`src/rtl/lpc_sync_pkg.sv`:
```
package lpc_sync_pkg;

  localparam int NIB_W = 4;

  localparam logic [NIB_W-1:0] C_READY = 4'b0000;
  localparam logic [NIB_W-1:0] C_SHORT = 4'b0101;
  localparam logic [NIB_W-1:0] C_LONG  = 4'b0110;
  localparam logic [NIB_W-1:0] C_MORE  = 4'b1001;
  localparam logic [NIB_W-1:0] C_ERR   = 4'b1010;
  localparam logic [NIB_W-1:0] C_FLOAT = 4'b1111;

  localparam logic [1:0] CT_IO  = 2'd0;
  localparam logic [1:0] CT_MEM = 2'd1;
  localparam logic [1:0] CT_DMA = 2'd2;

  typedef enum logic [2:0] {
    SC_READY, SC_MORE, SC_ERR, SC_SHORT, SC_LONG, SC_FLOAT, SC_BAD
  } sync_cls_e;

  typedef enum logic [1:0] {
    ST_IDLE, ST_SYNC, ST_DLO, ST_DHI
  } sync_st_e;

endpackage

```
`src/rtl/lpc_sync_decode.sv`:
```
module lpc_sync_decode
  import lpc_sync_pkg::*;
(
  input  logic [NIB_W-1:0] nib_i,
  input  logic             dma_i,
  output sync_cls_e        cls_o
);

  always_comb begin
    unique case (nib_i)
      C_READY: cls_o = SC_READY;
      C_SHORT: cls_o = SC_SHORT;
      C_LONG:  cls_o = SC_LONG;
      C_ERR:   cls_o = SC_ERR;
      C_FLOAT: cls_o = SC_FLOAT;
      // ready-more only legal on DMA
      C_MORE:  cls_o = dma_i ? SC_MORE : SC_BAD;
      default: cls_o = SC_BAD;
    endcase
  end

endmodule

```
`src/rtl/lpc_sync_noresp.sv`:
```
module lpc_sync_noresp #(
  parameter int LIMIT = 4
) (
  input  logic clk_i,
  input  logic rst_ni,
  input  logic arm_i,    // window open: in SYNC, no valid code yet
  input  logic float_i,  // nibble reads undriven
  output logic expire_o
);

  if (LIMIT <= 1) begin : g_direct
    assign expire_o = arm_i & float_i;
  end else begin : g_count
    localparam int CNT_W = $clog2(LIMIT);
    localparam logic [CNT_W-1:0] LAST = CNT_W'(LIMIT - 1);
    logic [CNT_W-1:0] cnt_q;

    always_ff @(posedge clk_i or negedge rst_ni) begin
      if (!rst_ni)                cnt_q <= '0;
      else if (arm_i && float_i)  cnt_q <= cnt_q + 1'b1;
      else                        cnt_q <= '0;
    end

    assign expire_o = arm_i & float_i & (cnt_q == LAST);
  end

endmodule

```
`src/rtl/lpc_sync_tracker.sv`:
```
module lpc_sync_tracker
  import lpc_sync_pkg::*;
#(
  parameter int MAX_BYTES   = 4,
  parameter int NORESP_CLKS = 4,
  localparam int BYTES_W    = $clog2(MAX_BYTES + 1),
  localparam int DATA_W     = 2 * NIB_W
) (
  input  logic               clk_i,
  input  logic               rst_ni,
  input  logic               start_i,
  input  logic [1:0]         cyc_type_i,
  input  logic               rd_i,
  input  logic [BYTES_W-1:0] nbytes_i,
  input  logic [NIB_W-1:0]   lad_i,
  output logic               done_o,
  output logic               err_o,
  output logic               abort_o,
  output logic               dma_more_o,
  output logic [BYTES_W-1:0] bytes_o,
  output logic               byte_vld_o,
  output logic [DATA_W-1:0]  byte_o
);

  sync_st_e           st_q, st_d;
  logic               seen_q, seen_d;
  logic               errp_q, errp_d;
  logic               morep_q, morep_d;
  logic               dma_q, dma_d;
  logic               rd_q, rd_d;
  logic [BYTES_W-1:0] nb_q, nb_d;
  logic [BYTES_W-1:0] cnt_q, cnt_d;
  logic [NIB_W-1:0]   lo_q, lo_d;
  logic               err_d, abort_d, more_d, bvld_d;
  logic [DATA_W-1:0]  byte_d;

  sync_cls_e          cls;
  logic               in_sync;
  logic               expire;
  logic               fin, fin_err, fin_more, do_abort;
  logic [BYTES_W-1:0] cnt_inc;

  assign in_sync = (st_q == ST_SYNC);
  assign cnt_inc = cnt_q + 1'b1;

  lpc_sync_decode i_decode (
    .nib_i (lad_i),
    .dma_i (dma_q),
    .cls_o (cls)
  );

  lpc_sync_noresp #(.LIMIT(NORESP_CLKS)) i_noresp (
    .clk_i    (clk_i),
    .rst_ni   (rst_ni),
    .arm_i    (in_sync && !seen_q),
    .float_i  (cls == SC_FLOAT),
    .expire_o (expire)
  );

  always_comb begin
    st_d     = st_q;
    seen_d   = seen_q;
    errp_d   = errp_q;
    morep_d  = morep_q;
    dma_d    = dma_q;
    rd_d     = rd_q;
    nb_d     = nb_q;
    cnt_d    = cnt_q;
    lo_d     = lo_q;
    err_d    = err_o;
    abort_d  = abort_o;
    more_d   = dma_more_o;
    byte_d   = byte_o;
    bvld_d   = 1'b0;
    fin      = 1'b0;
    fin_err  = 1'b0;
    fin_more = 1'b0;
    do_abort = 1'b0;

    unique case (st_q)
      ST_IDLE: begin
        if (start_i) begin
          st_d    = ST_SYNC;
          seen_d  = 1'b0;
          dma_d   = (cyc_type_i == CT_DMA);
          rd_d    = rd_i;
          nb_d    = nbytes_i;
          cnt_d   = '0;
          err_d   = 1'b0;
          abort_d = 1'b0;
          more_d  = 1'b0;
        end
      end
      ST_SYNC: begin
        unique case (cls)
          SC_SHORT, SC_LONG: seen_d = 1'b1;
          // undriven: timeout before any wait, illegal after one
          SC_FLOAT: do_abort = seen_q || expire;
          SC_BAD:   do_abort = 1'b1;
          default: begin
            if (rd_q) begin
              errp_d  = (cls == SC_ERR);
              morep_d = (cls == SC_MORE);
              st_d    = ST_DLO;
            end else begin
              fin      = 1'b1;
              fin_err  = (cls == SC_ERR);
              fin_more = (cls == SC_MORE);
            end
          end
        endcase
      end
      ST_DLO: begin
        lo_d = lad_i;
        st_d = ST_DHI;
      end
      default: begin
        byte_d   = {lad_i, lo_q};
        bvld_d   = 1'b1;
        fin      = 1'b1;
        fin_err  = errp_q;
        fin_more = morep_q;
      end
    endcase

    if (do_abort) begin
      st_d    = ST_IDLE;
      abort_d = 1'b1;
      err_d   = 1'b0;
      more_d  = 1'b0;
    end else if (fin) begin
      cnt_d = cnt_inc;
      if (fin_err || cnt_inc == nb_q) begin
        st_d   = ST_IDLE;
        err_d  = fin_err;
        more_d = fin_more && !fin_err;
      end else begin
        st_d   = ST_SYNC;
        seen_d = 1'b0;
      end
    end
  end

  always_ff @(posedge clk_i or negedge rst_ni) begin
    if (!rst_ni) begin
      st_q       <= ST_IDLE;
      seen_q     <= 1'b0;
      errp_q     <= 1'b0;
      morep_q    <= 1'b0;
      dma_q      <= 1'b0;
      rd_q       <= 1'b0;
      nb_q       <= '0;
      cnt_q      <= '0;
      lo_q       <= '0;
      done_o     <= 1'b0;
      err_o      <= 1'b0;
      abort_o    <= 1'b0;
      dma_more_o <= 1'b0;
      byte_vld_o <= 1'b0;
      byte_o     <= '0;
    end else begin
      st_q       <= st_d;
      seen_q     <= seen_d;
      errp_q     <= errp_d;
      morep_q    <= morep_d;
      dma_q      <= dma_d;
      rd_q       <= rd_d;
      nb_q       <= nb_d;
      cnt_q      <= cnt_d;
      lo_q       <= lo_d;
      done_o     <= (st_q != ST_IDLE) && (st_d == ST_IDLE);
      err_o      <= err_d;
      abort_o    <= abort_d;
      dma_more_o <= more_d;
      byte_vld_o <= bvld_d;
      byte_o     <= byte_d;
    end
  end

  assign bytes_o = cnt_q;

endmodule

```
`config.mk`:
```
export PLATFORM = sky130hd
export DESIGN_NAME = lpc_sync_tracker
export DESIGN_NICKNAME = d
export VERILOG_FILES = /design/src/rtl/lpc_sync_pkg.sv /design/src/rtl/lpc_sync_decode.sv /design/src/rtl/lpc_sync_noresp.sv /design/src/rtl/lpc_sync_tracker.sv
export SDC_FILE = /design/constraint.sdc
export NUM_CORES = 1
export LEC_CHECK = 0
export ABC_AREA = 1
export BUFFER_PORTS_ARGS = -buffer_cell sky130_fd_sc_hd__clkbuf_2
export CAP_MARGIN = 20
export CORE_ASPECT_RATIO = 1.75
export CORE_MARGIN = 4
export CORE_UTILIZATION = 41
export DETAILED_ROUTE_END_ITERATION = 7
export GPL_TIMING_DRIVEN = 0
export HOLD_SLACK_MARGIN = 0.15
export PLACE_DENSITY = 0.61
export SETUP_SLACK_MARGIN = 0.5
export SYNTH_ARGS = -nofsm -noshare
export SYNTH_HDL_FRONTEND = slang
export SYNTH_SLANG_ARGS = --single-unit
```
`constraint.sdc`:
```
create_clock -name clk_i -period 2.1 [get_ports clk_i]
set_clock_uncertainty 0.05 [all_clocks]
set_input_delay 0.42 -clock clk_i [delete_from_list [all_inputs] [get_ports clk_i]]
set_output_delay 0.42 -clock clk_i [all_outputs]
set_load 0.005 [all_outputs]
```
; ---- Word level (Yosys, flattened, before mapping)
; Index checks and enable logic that the tools add are counted.
[word_totals]
regBits = 32
latch_bits = 0
mem_bits_rw = 0
rom_bits = 0
wordCells = 103
mem_count = 0
[op_classes]
add_sub_neg = 2
mul = 0
div = 0
magnitude_cmp = 0
n_eq_ne = 16
shifts = 0
n_mux = 45
bitwise = 3
n_reduce_logical = 21
[op_table]
columns = op, count
row1 = $mux 1, 27
row2 = $pmux 3 s6, 1
row3 = $mux 3, 5
row4 = $eq 4x4->1 const B, 3
row5 = $mux 2, 6
row6 = $pmux 1 s2, 5
row7 = $eq 3x3->1 const B, 3
row8 = $eq 4x3->1 const B, 2
row9 = $eq 2x2->1 const B, 3
row10 = $eq 3x2->1 const B, 2
row11 = $pmux 2 s3, 1
row12 = $reduce_bool 2->1, 3
row13 = $logic_and 1x1->1, 4
row14 = $logic_not 2->1, 2
row15 = $logic_not 4->1, 1
row16 = $reduce_and 2->1, 2
row17 = $reduce_or 2->1, 2
row18 = $reduce_or 4->1, 1
row19 = $add 3x1->3 const B, 1
row20 = $eq 3x1->1 const B, 1
row21 = $eq 3x3->1, 1
row22 = $reduce_and 3->1, 1
row23 = $reduce_or 3->1, 1
row24 = $add 2x1->2 const B, 1
row25 = other kinds (5), 8

; ---- Depth between registers and ports, before layout
; Gate-level depths: netlist of the first run.
[logic_depth]
depth_word = 12
mapped_depth = 12
ltp_nobuf = 12

; ---- By module
; From an unflattened synthesis of the first run, not the netlist that was laid out.
[unflattened]
cells_unflattened = 225
hier_area_um2 = 1629.1
[modules_own_cells]
columns = mod, n_inst, cells_per_inst, area_per_inst_um2
row1 = lpc_sync_tracker, 1, 180, 1396.3
row2 = lpc_sync_decode, 1, 36, 147.6
row3 = lpc_sync_noresp, 1, 9, 85.1

; ---- Worst setup path before layout of the first run
; No wires, ideal clock.
[synth_timing]
path_type = reg-to-reg
start = reg cnt_q[0], in the netlist bytes_o[0]
end = reg dma_more_o
setup_time_ns = 0.114
t_arrival_ns = 1.384
required_time_ns = 1.936
setup_slack_ns = 0.551
path_stages_with_launch = 13
path_buffers = 0
cell_sequence = dfrtp_1 > ha_1 > inv_1 > nand2_1 > nand2_1 > nor2_1 > nand3_1 > nand2_2 > nand2_1 > nand2_1 > nand2_1 > nand2_1 > nor2_1
[synth_between]
elab_chain_cells = 6
[synth_lines]
columns = item, line
row1 = start: declaration, lpc_sync_tracker.sv:32  ; logic [BYTES_W-1:0] cnt_q, cnt_d;
row2 = start signal: assignment, lpc_sync_tracker.sv:169  ; cnt_q <= cnt_d;
row3 = $add 3x1->3, lpc_sync_tracker.sv:44  ; assign cnt_inc = cnt_q + 1'b1;
row4 = $eq 3x3->1, lpc_sync_tracker.sv:133  ; if (fin_err || cnt_inc == nb_q) begin
row5 = $logic_or 1x1->1, lpc_sync_tracker.sv:133
row6 = $mux 1, lpc_sync_tracker.sv:133
row7 = $mux 1, lpc_sync_tracker.sv:131  ; end else if (fin) begin
row8 = $mux 1, lpc_sync_tracker.sv:126  ; if (do_abort) begin
row9 = named net more_d, lpc_sync_tracker.sv:34  ; logic err_d, abort_d, more_d, bvld_d;
row10 = end signal: assignment, lpc_sync_tracker.sv:174  ; dma_more_o <= more_d;
row11 = end: declaration, lpc_sync_tracker.sv:19  ; output logic dma_more_o,
; The timed path passes the listed nets, and every way through them passes these cells.
; A chain may end at the register's enable or synchronous reset.

; ---- Final worst setup path of the first run
[layout_timing]
start = reg cnt_q[1], in the netlist bytes_o[1]
end = reg dma_more_o
; The elaborated chain is that of the path after synthesis.

==> results of run 1 <==
## state kept, by name (all words and copies together), names as in the netlist, 2 cells and up
name / cells
st_q: 2
bytes_o: 3
lo_q: 4
nb_q: 3
i_noresp.g_count.cnt_q: 2
byte_o: 8
## report_power, final
| group | leakage (nW) | internal, W | switching [W] |
|---|---|---|---|
| sequential | 0.401 | 0.000864 | 0.000149 |
| clock | 0.0541 | 0.000351 | 0.000235 |
| combinational | 0.667 | 0.000484 | 0.000648 |
## stage by stage
stage / instance area [um^2] / setup slack, ns / util (%) / hold slack (ns)
after floorplan: 1633 / 0.5511 / - / 0.07441
after CTS: 1981 / 0.5099 / 51.23 / 0.1766
after global routing: 2009 / 0.4537 / 51.97 / 0.2290
after detailed placement: 1833 / 0.3704 / 47.41 / 0.3727
after global placement: 1833 / 0.3767 / 47.41 / 0.3727
final: 2009 / 0.5714 / 51.97 / 0.1467
## worst min path at each step
stage                                          end  slack [ns]                                 from  cells past startpoint
6_report                       nb_q[2]$_DFFE_PN0P_        0.15                               rst_ni                      1
4_1_cts                            err_o$_DFF_PN0_        0.18                               rst_ni                      1
2_1_floorplan                  abort_o$_DFFE_PN0P_        0.07                               rst_ni                      0
3_5_place_dp   i_noresp.g_count.cnt_q[0]$_DFF_PN0_        0.37  i_noresp.g_count.cnt_q[0]$_DFF_PN0_                      1
5_1_grt                            err_o$_DFF_PN0_        0.23                               rst_ni                      1
3_3_place_gp   i_noresp.g_count.cnt_q[0]$_DFF_PN0_        0.37  i_noresp.g_count.cnt_q[0]$_DFF_PN0_                      1
## cells in the final DEF, fill, tap and decap left out, types with 2 or more instances in the layout
master / count
a21oi_1: 4
buf_4: 5
clkbuf_1: 2
clkbuf_2: 29
clkbuf_8: 5
dfrtp_1: 31
inv_1: 24
inv_2: 4
inv_4: 2
nand2_1: 68
nand2_2: 6
nand3_1: 9
nand3_2: 2
nand4_1: 3
nor2_1: 24
nor2_2: 3
nor2_4: 2
o21ai_0: 12
o21ai_2: 3
## synth_stat cells (all sizes together)
master  instances
ha              2
o31ai           1
nand3b          1
clkbuf          3
nand2          75
o21bai          1
a21boi          1
o21ai          15
nand3          12
nand4           3
inv            30
or2             1
dfrtp          32
nor2           29
a21oi           4
mux2            1
buf             1
## timing repair
action / CTS / global route
resized for setup: 4 / 8
pin swaps: 4 / 6
setup buffers: 3 / 1
hold buffers: 0 / 0
setup endpoints to repair: 4 / 7
## kinds of logic after synthesis
group / count (synthesis) / synth area share, %
buffers and inverters: 34 / 8.199
AO/OA/AOI/OAI: 22 / 7.894
multiplexers: 1 / 0.6896
flip-flops: 32 / 49.04
AND/OR/NAND/NOR: 121 / 32.64
adder cells (fa/ha/maj): 2 / 1.532
## layout make-up
cell class              count  area, um^2
clock buffers               5       68.82
repair buffers             32       170.2
well taps                  48       60.06
inverters                  30       117.6
flip-flops and latches     32       802.0
clock inverters             3       42.54
multi-input cells         146       728.2
fillers                   402        1857
plain buffers               4       20.02
## routing by layer
layer	track usage (%)	vias to the layer above	routed length, um
met5	0	-	0
met2	28.66	20	1905
met3	3.272	6	111
met4	7.911	0	86
met1	17.32	635	1403
li1	-	733	-
## critical path: cells and delay by family (launching register included)
| family | cells | cell delay (ns) |
|---|---|---|
| simple gates | 10 | 0.63 |
| flops | 1 | 0.41 |
| fa+ha+maj | 1 | 0.30 |
| buf+inv | 1 | 0.03 |
==> impl_results.md, run 1 <==
- Status: finished, final reports clean
- Fmax: 654.2 MHz
- Routed WL per cell: 11.69 um
- DRC: 0
- Final cell count without fillers: 300
- Vias in the first global route: 1,416
- Startpoint Class: flop
- Worst Setup SP: bytes_o[1]$_DFF_PN0_
- Crit path DAT: 1.67 ns
- Unrepaired setup endpoints after global routing: true
- Die W: 55.71 um
- Hold Path Class: input pin to async pin
- Drt pass-1 iters: 4
- CP max FO: 3
- Share of Yosys cell area claimed by the top area cell type: 49.04%
- Clk slew on worst S/H paths: 0.08 ns
- Cells after Synth: 212
- First-pass GRT wire length: 6348 um
- Grt total ovfl: 0
- Via count: 1,394
- Top cells by area, synth: dfrtp_1 (49%), nand2_1 (16%), inv_1 (5.7%)
- Post-Route WL: 3506 um
- Final Wtd Congestion: 0.8102
- Slew HR: 47.64%
- HPWL Detailed: 2680 um
- Fin. Hold Viols: 0
- Total Routing Usage GR: 15.97%
- Clock buffer depth: 2
- Sequential-to-total area share from yosys stat: 49.04%
- Worst setup path endpoint: dma_more_o$_DFF_PN0_
- DR vias/cell: 4.647
- Power Total: 0.002730 W
- Critical path class: flop to flop
- Syn_nets: 227
- Register bit count reported by yosys: 32
- FF-to-FF setup slack: 0.57 ns
- Crit path time final: 1.529 ns
- Initial drt markers: 30
- R2R depth: 12
- Row cnt: 30
- Leakage: 1.122 nW
- Root buffer cell: clkbuf_8
- Maximum VDD drop: 0.0008540 V
- Slowest cell delay on critical path: 0.41 ns
- R2r endpoint: dma_more_o$_DFF_PN0_
- Die area: 0.005096 mm^2
- Core box area: 0.003866 mm^2
- Max cap viols: 0
- Routed Antenna Nets: 0
- Y dimension of the die: 91.48 um
- Reg-to-reg critical path startpoint: bytes_o[1]$_DFF_PN0_
- Pins Over Slew Limit: 0
- Cell Area, Synth: 0.001633 mm^2
- CTS Buf Count: 5
- # setup viols final: 0
- Synth cell types: 26
- Largest net degree at the start of global routing: 33
- Initial antenna violation count: 0
- Cells after DPL: 288
- CP max stage cell: dfrtp_1
- Io pins: 29
- Worst Tran Pin Value: 0.7854 ns
- Critical Path Sink Type: flop
- Pwr Density: 1359 mW/mm^2
- Setup TNS: 0 ns
- TritonCTS clock tree: done
- Worst skew pair latency: 0.29 ns
- Tcrit/Tclk final: 72.79%
- Most used cell, CP: nand2_1
- Mean post-synth cell area: 7.702 um^2
- Synth warn: 0
- CTS sink count: 32
- H-tree depth: 2
- Layout Area Growth over Synthesis: 23.07%
- # port buffers: 28
- Initial core utilization: 42.23%
- Post-synth top area cell: dfrtp_1
- Fin nets: 266
- Layout cells sized above 1: 27.78%
- Number of diodes: 0
- Critical-path cell list: ha_4 > inv_4 > nand2_2 > nand2_2 > nor2_4 > nand3_2 > nand2_2 > nand2_1 > nand2_1 > nand2_1 > nand2_1 > nor2_1
- CP required: 2.24 ns
Power figures use the tool's default switching activity.
==> inputs of run 2 (changes only) <==
- ABC_AREA: 1 -> 0
- PLACE_DENSITY: 0.61 -> 0.63
- clock period: 2.1 -> 1.4 ns (I/O delays scaled with it)
==> run 2 against run 1 <==
Effect of this change: combinational power rose by 96%; largest cell class is now multi-input gates; final area rose by 24%; highest routed layer unchanged; critical path type unchanged; the run now ends with setup timing left; non-clock buffer count rose by 31; sequential share of layout area fell by 7.7 points; synthesized cell count fell by 39%; cell count fell by 18%; flip-flop and latch count did not move; critical endpoint is now abort_o$_DFFE_PN0P_.
==> impl_results.md, run 2 <==
- Clk slew on worst S/H paths: 0.06 ns
- Post-synth EDFFs: 0
- Pwr Density: 1874 mW/mm^2
- DR vias/cell: 5.298
- Slew HR: 48.33%
- Commonest non-fill, non-tap cells in the layout: dfrtp_1 (30), clkbuf_2 (24), buf_6 (19), buf_4 (16), mux2_4 (11)
- Maximum VDD drop: 0.001488 V
- Drt pass-1 iters: 4
- Dominant cell by count in the synthesized netlist: dfrtp_1
- Grt total ovfl: 0
- Largest register FFs: 8
- Layout Area Growth over Synthesis: 62.88%
- Status: finished with violations
- Max cap viols: 0
- Synth warn: 0
- FF-to-FF setup slack: -0.26 ns
- Io pins: 29
- Cell Area, Synth: 0.001530 mm^2
- Unrepaired setup endpoints after global routing: true
- CP required: 1.52 ns
- Mean post-synth cell area: 11.77 um^2
- Top_reg_cell synth: dfrtp_1
- Pins Over Slew Limit: 0
- Initial antenna violation count: 0
- Startpoint Class: flop
- Fin nets: 213
- Share of Yosys cell area claimed by the top area cell type: 52.33%
- Final Wtd Congestion: 0.8581
- Failing checks: setup timing
- Power Total: 0.004671 W
- H-tree depth: 2
- Setup TNS: -2.109 ns
- # port buffers: 27
- Post-synth top area cell: dfrtp_1
- Fmax: 603.0 MHz
- Clock buffer depth: 2
- R2R depth: 5
- Fin. Hold Viols: 0
- # setup viols final: 17
- Finished Core Util: 68.69%
- Critical Path Sink Type: flop
- Setup slack at placement: -0.6082 ns
- Synth cell types: 41
- Number of diodes: 0
- Initial core utilization: 42.17%
- CTS Buf Count: 5
- Commonest non-fill, non-tap cell in the layout: dfrtp_1
- Vias in the first global route: 1,260
- Via count: 1,298
- Total Routing Usage GR: 18.12%
- First-pass GRT wire length: 6182 um
- Row cnt: 29
- R2r endpoint: abort_o$_DFFE_PN0P_
- Crit path time final: 1.658 ns
- Largest net degree at the start of global routing: 33
- Core box area: 0.003628 mm^2
- Register bit count reported by yosys: 32
- CP max FO: 3
- Routed WL per cell: 16.32 um
- Hold Path Class: input pin to async pin
- TritonCTS clock tree: done
- DRC: 0
- Setup WS post-layout: -0.2584 ns
- Sequential-to-total area share from yosys stat: 52.33%
- Worst skew pair latency: 0.28 ns
- Commonest cells post-synth: dfrtp_1 (32), mux2_2 (18), nand2_1 (8)
- Critical path class: flop to flop
- Tcrit/Tclk final: 118.5%
- Post-Route WL: 3998 um
- Crit path DAT: 1.78 ns
- Die W: 54.18 um
- Final hold slack: 0.01305 ns
- Worst Tran Pin Value: 0.7751 ns
- Leakage: 1.167 nW
- Initial drt markers: 37
- Register with the most flip-flops: byte_o
- Syn_nets: 145
- Layout cells sized above 1: 62.81%
- Root buffer cell: clkbuf_8
- Routed Antenna Nets: 0
- HPWL Detailed: 2352 um
- Die area: 0.004812 mm^2
- Top cells by area, synth: dfrtp_1 (52%), mux2_2 (13%), o21ai_0 (2.0%)
- CTS sink count: 32
- Async set or reset register ratio after synthesis: 100.0%
- Biggest regs: byte_o (8), lo_q (4)
- Reg-to-reg critical path startpoint: dma_q$_DFFE_PN0P_
- Cells after Synth: 130
- Y dimension of the die: 88.82 um
-- run 2: cell families after synthesis --
kind of cell,after synthesis,synth area share [%]
adders and majority gates,2,1.635
xor gates and xnor gates,5,3.843
buffers and inverters,11,3.843
AOI/OAI and AO/OA,26,11.69
DFF,32,52.33
and+or+nand+nor,36,13.41
muxes,18,13.25
-- run 2: worst max path at each step --
stage | end | depth (start not counted) | slack (ns) | start
finish | abort_o$_DFFE_PN0P_ | 5 | -0.26 | dma_q$_DFFE_PN0P_
floorplan | errp_q$_DFFE_PN0P_ | 6 | -0.22 | lad_i[3]
global placement | dma_more_o$_DFF_PN0_ | 7 | -0.56 | lad_i[2]
global route | dma_more_o$_DFF_PN0_ | 6 | -0.33 | bytes_o[1]$_DFF_PN0_
CTS | dma_more_o$_DFF_PN0_ | 6 | -0.23 | bytes_o[1]$_DFF_PN0_
detailed placement | dma_more_o$_DFF_PN0_ | 7 | -0.61 | lad_i[2]
-- run 2: through the flow --
step / cells / instance area [um^2]
2_1_floorplan: 130 / 1627
3_3_place_gp: 203 / 1819
3_5_place_dp: 203 / 1819
4_1_cts: 236 / 2320
5_1_grt: 245 / 2492
6_report: 245 / 2492
-- run 2: cell type report --
class	count	area (um^2)
clock buffers	7	96.34
clock inverters	1	30.03
multi-input cells	87	907.1
well taps	46	57.56
inverters	5	38.79
plain buffers	6	82.58
repair buffers	61	476.7
fillers	250	1136
flip-flops and latches	32	803.3
-- run 2: critical path, stage by stage (launching register included) --
cell and delay [ns]:
dfrtp_1 0.42, or3b_1 0.36, a211o_1 0.31, o22ai_4 0.21, nor2_4 0.06, a21o_1 0.15
-- run 2: power by group --
part	internal, W	switching [W]	total, W
sequential	0.00128	0.000228	0.00151
combinational	0.00130	0.000914	0.00221
clock	0.000627	0.000323	0.000950
total	0.00321	0.00146	0.00467
-- run 2: routing by layer --
metal	routed length (um)	track usage (%)	vias to the layer above
met5	0	0	-
met4	76	7.710	0
met3	118	4.553	11
met2	2284	30.21	26
met1	1517	21.44	658
li1	-	-	603
-- run 2: what timing repair did --
| item | 4_1_cts | 5_1_grt |
|---|---|---|
| pin swaps | 12 | 5 |
| endpoints found under the setup margin | 48 | 48 |
| cloned | 1 | 0 |
| setup buffers | 24 | 9 |
| resized for setup | 45 | 25 |
| hold endpoints to repair | 32 | 32 |
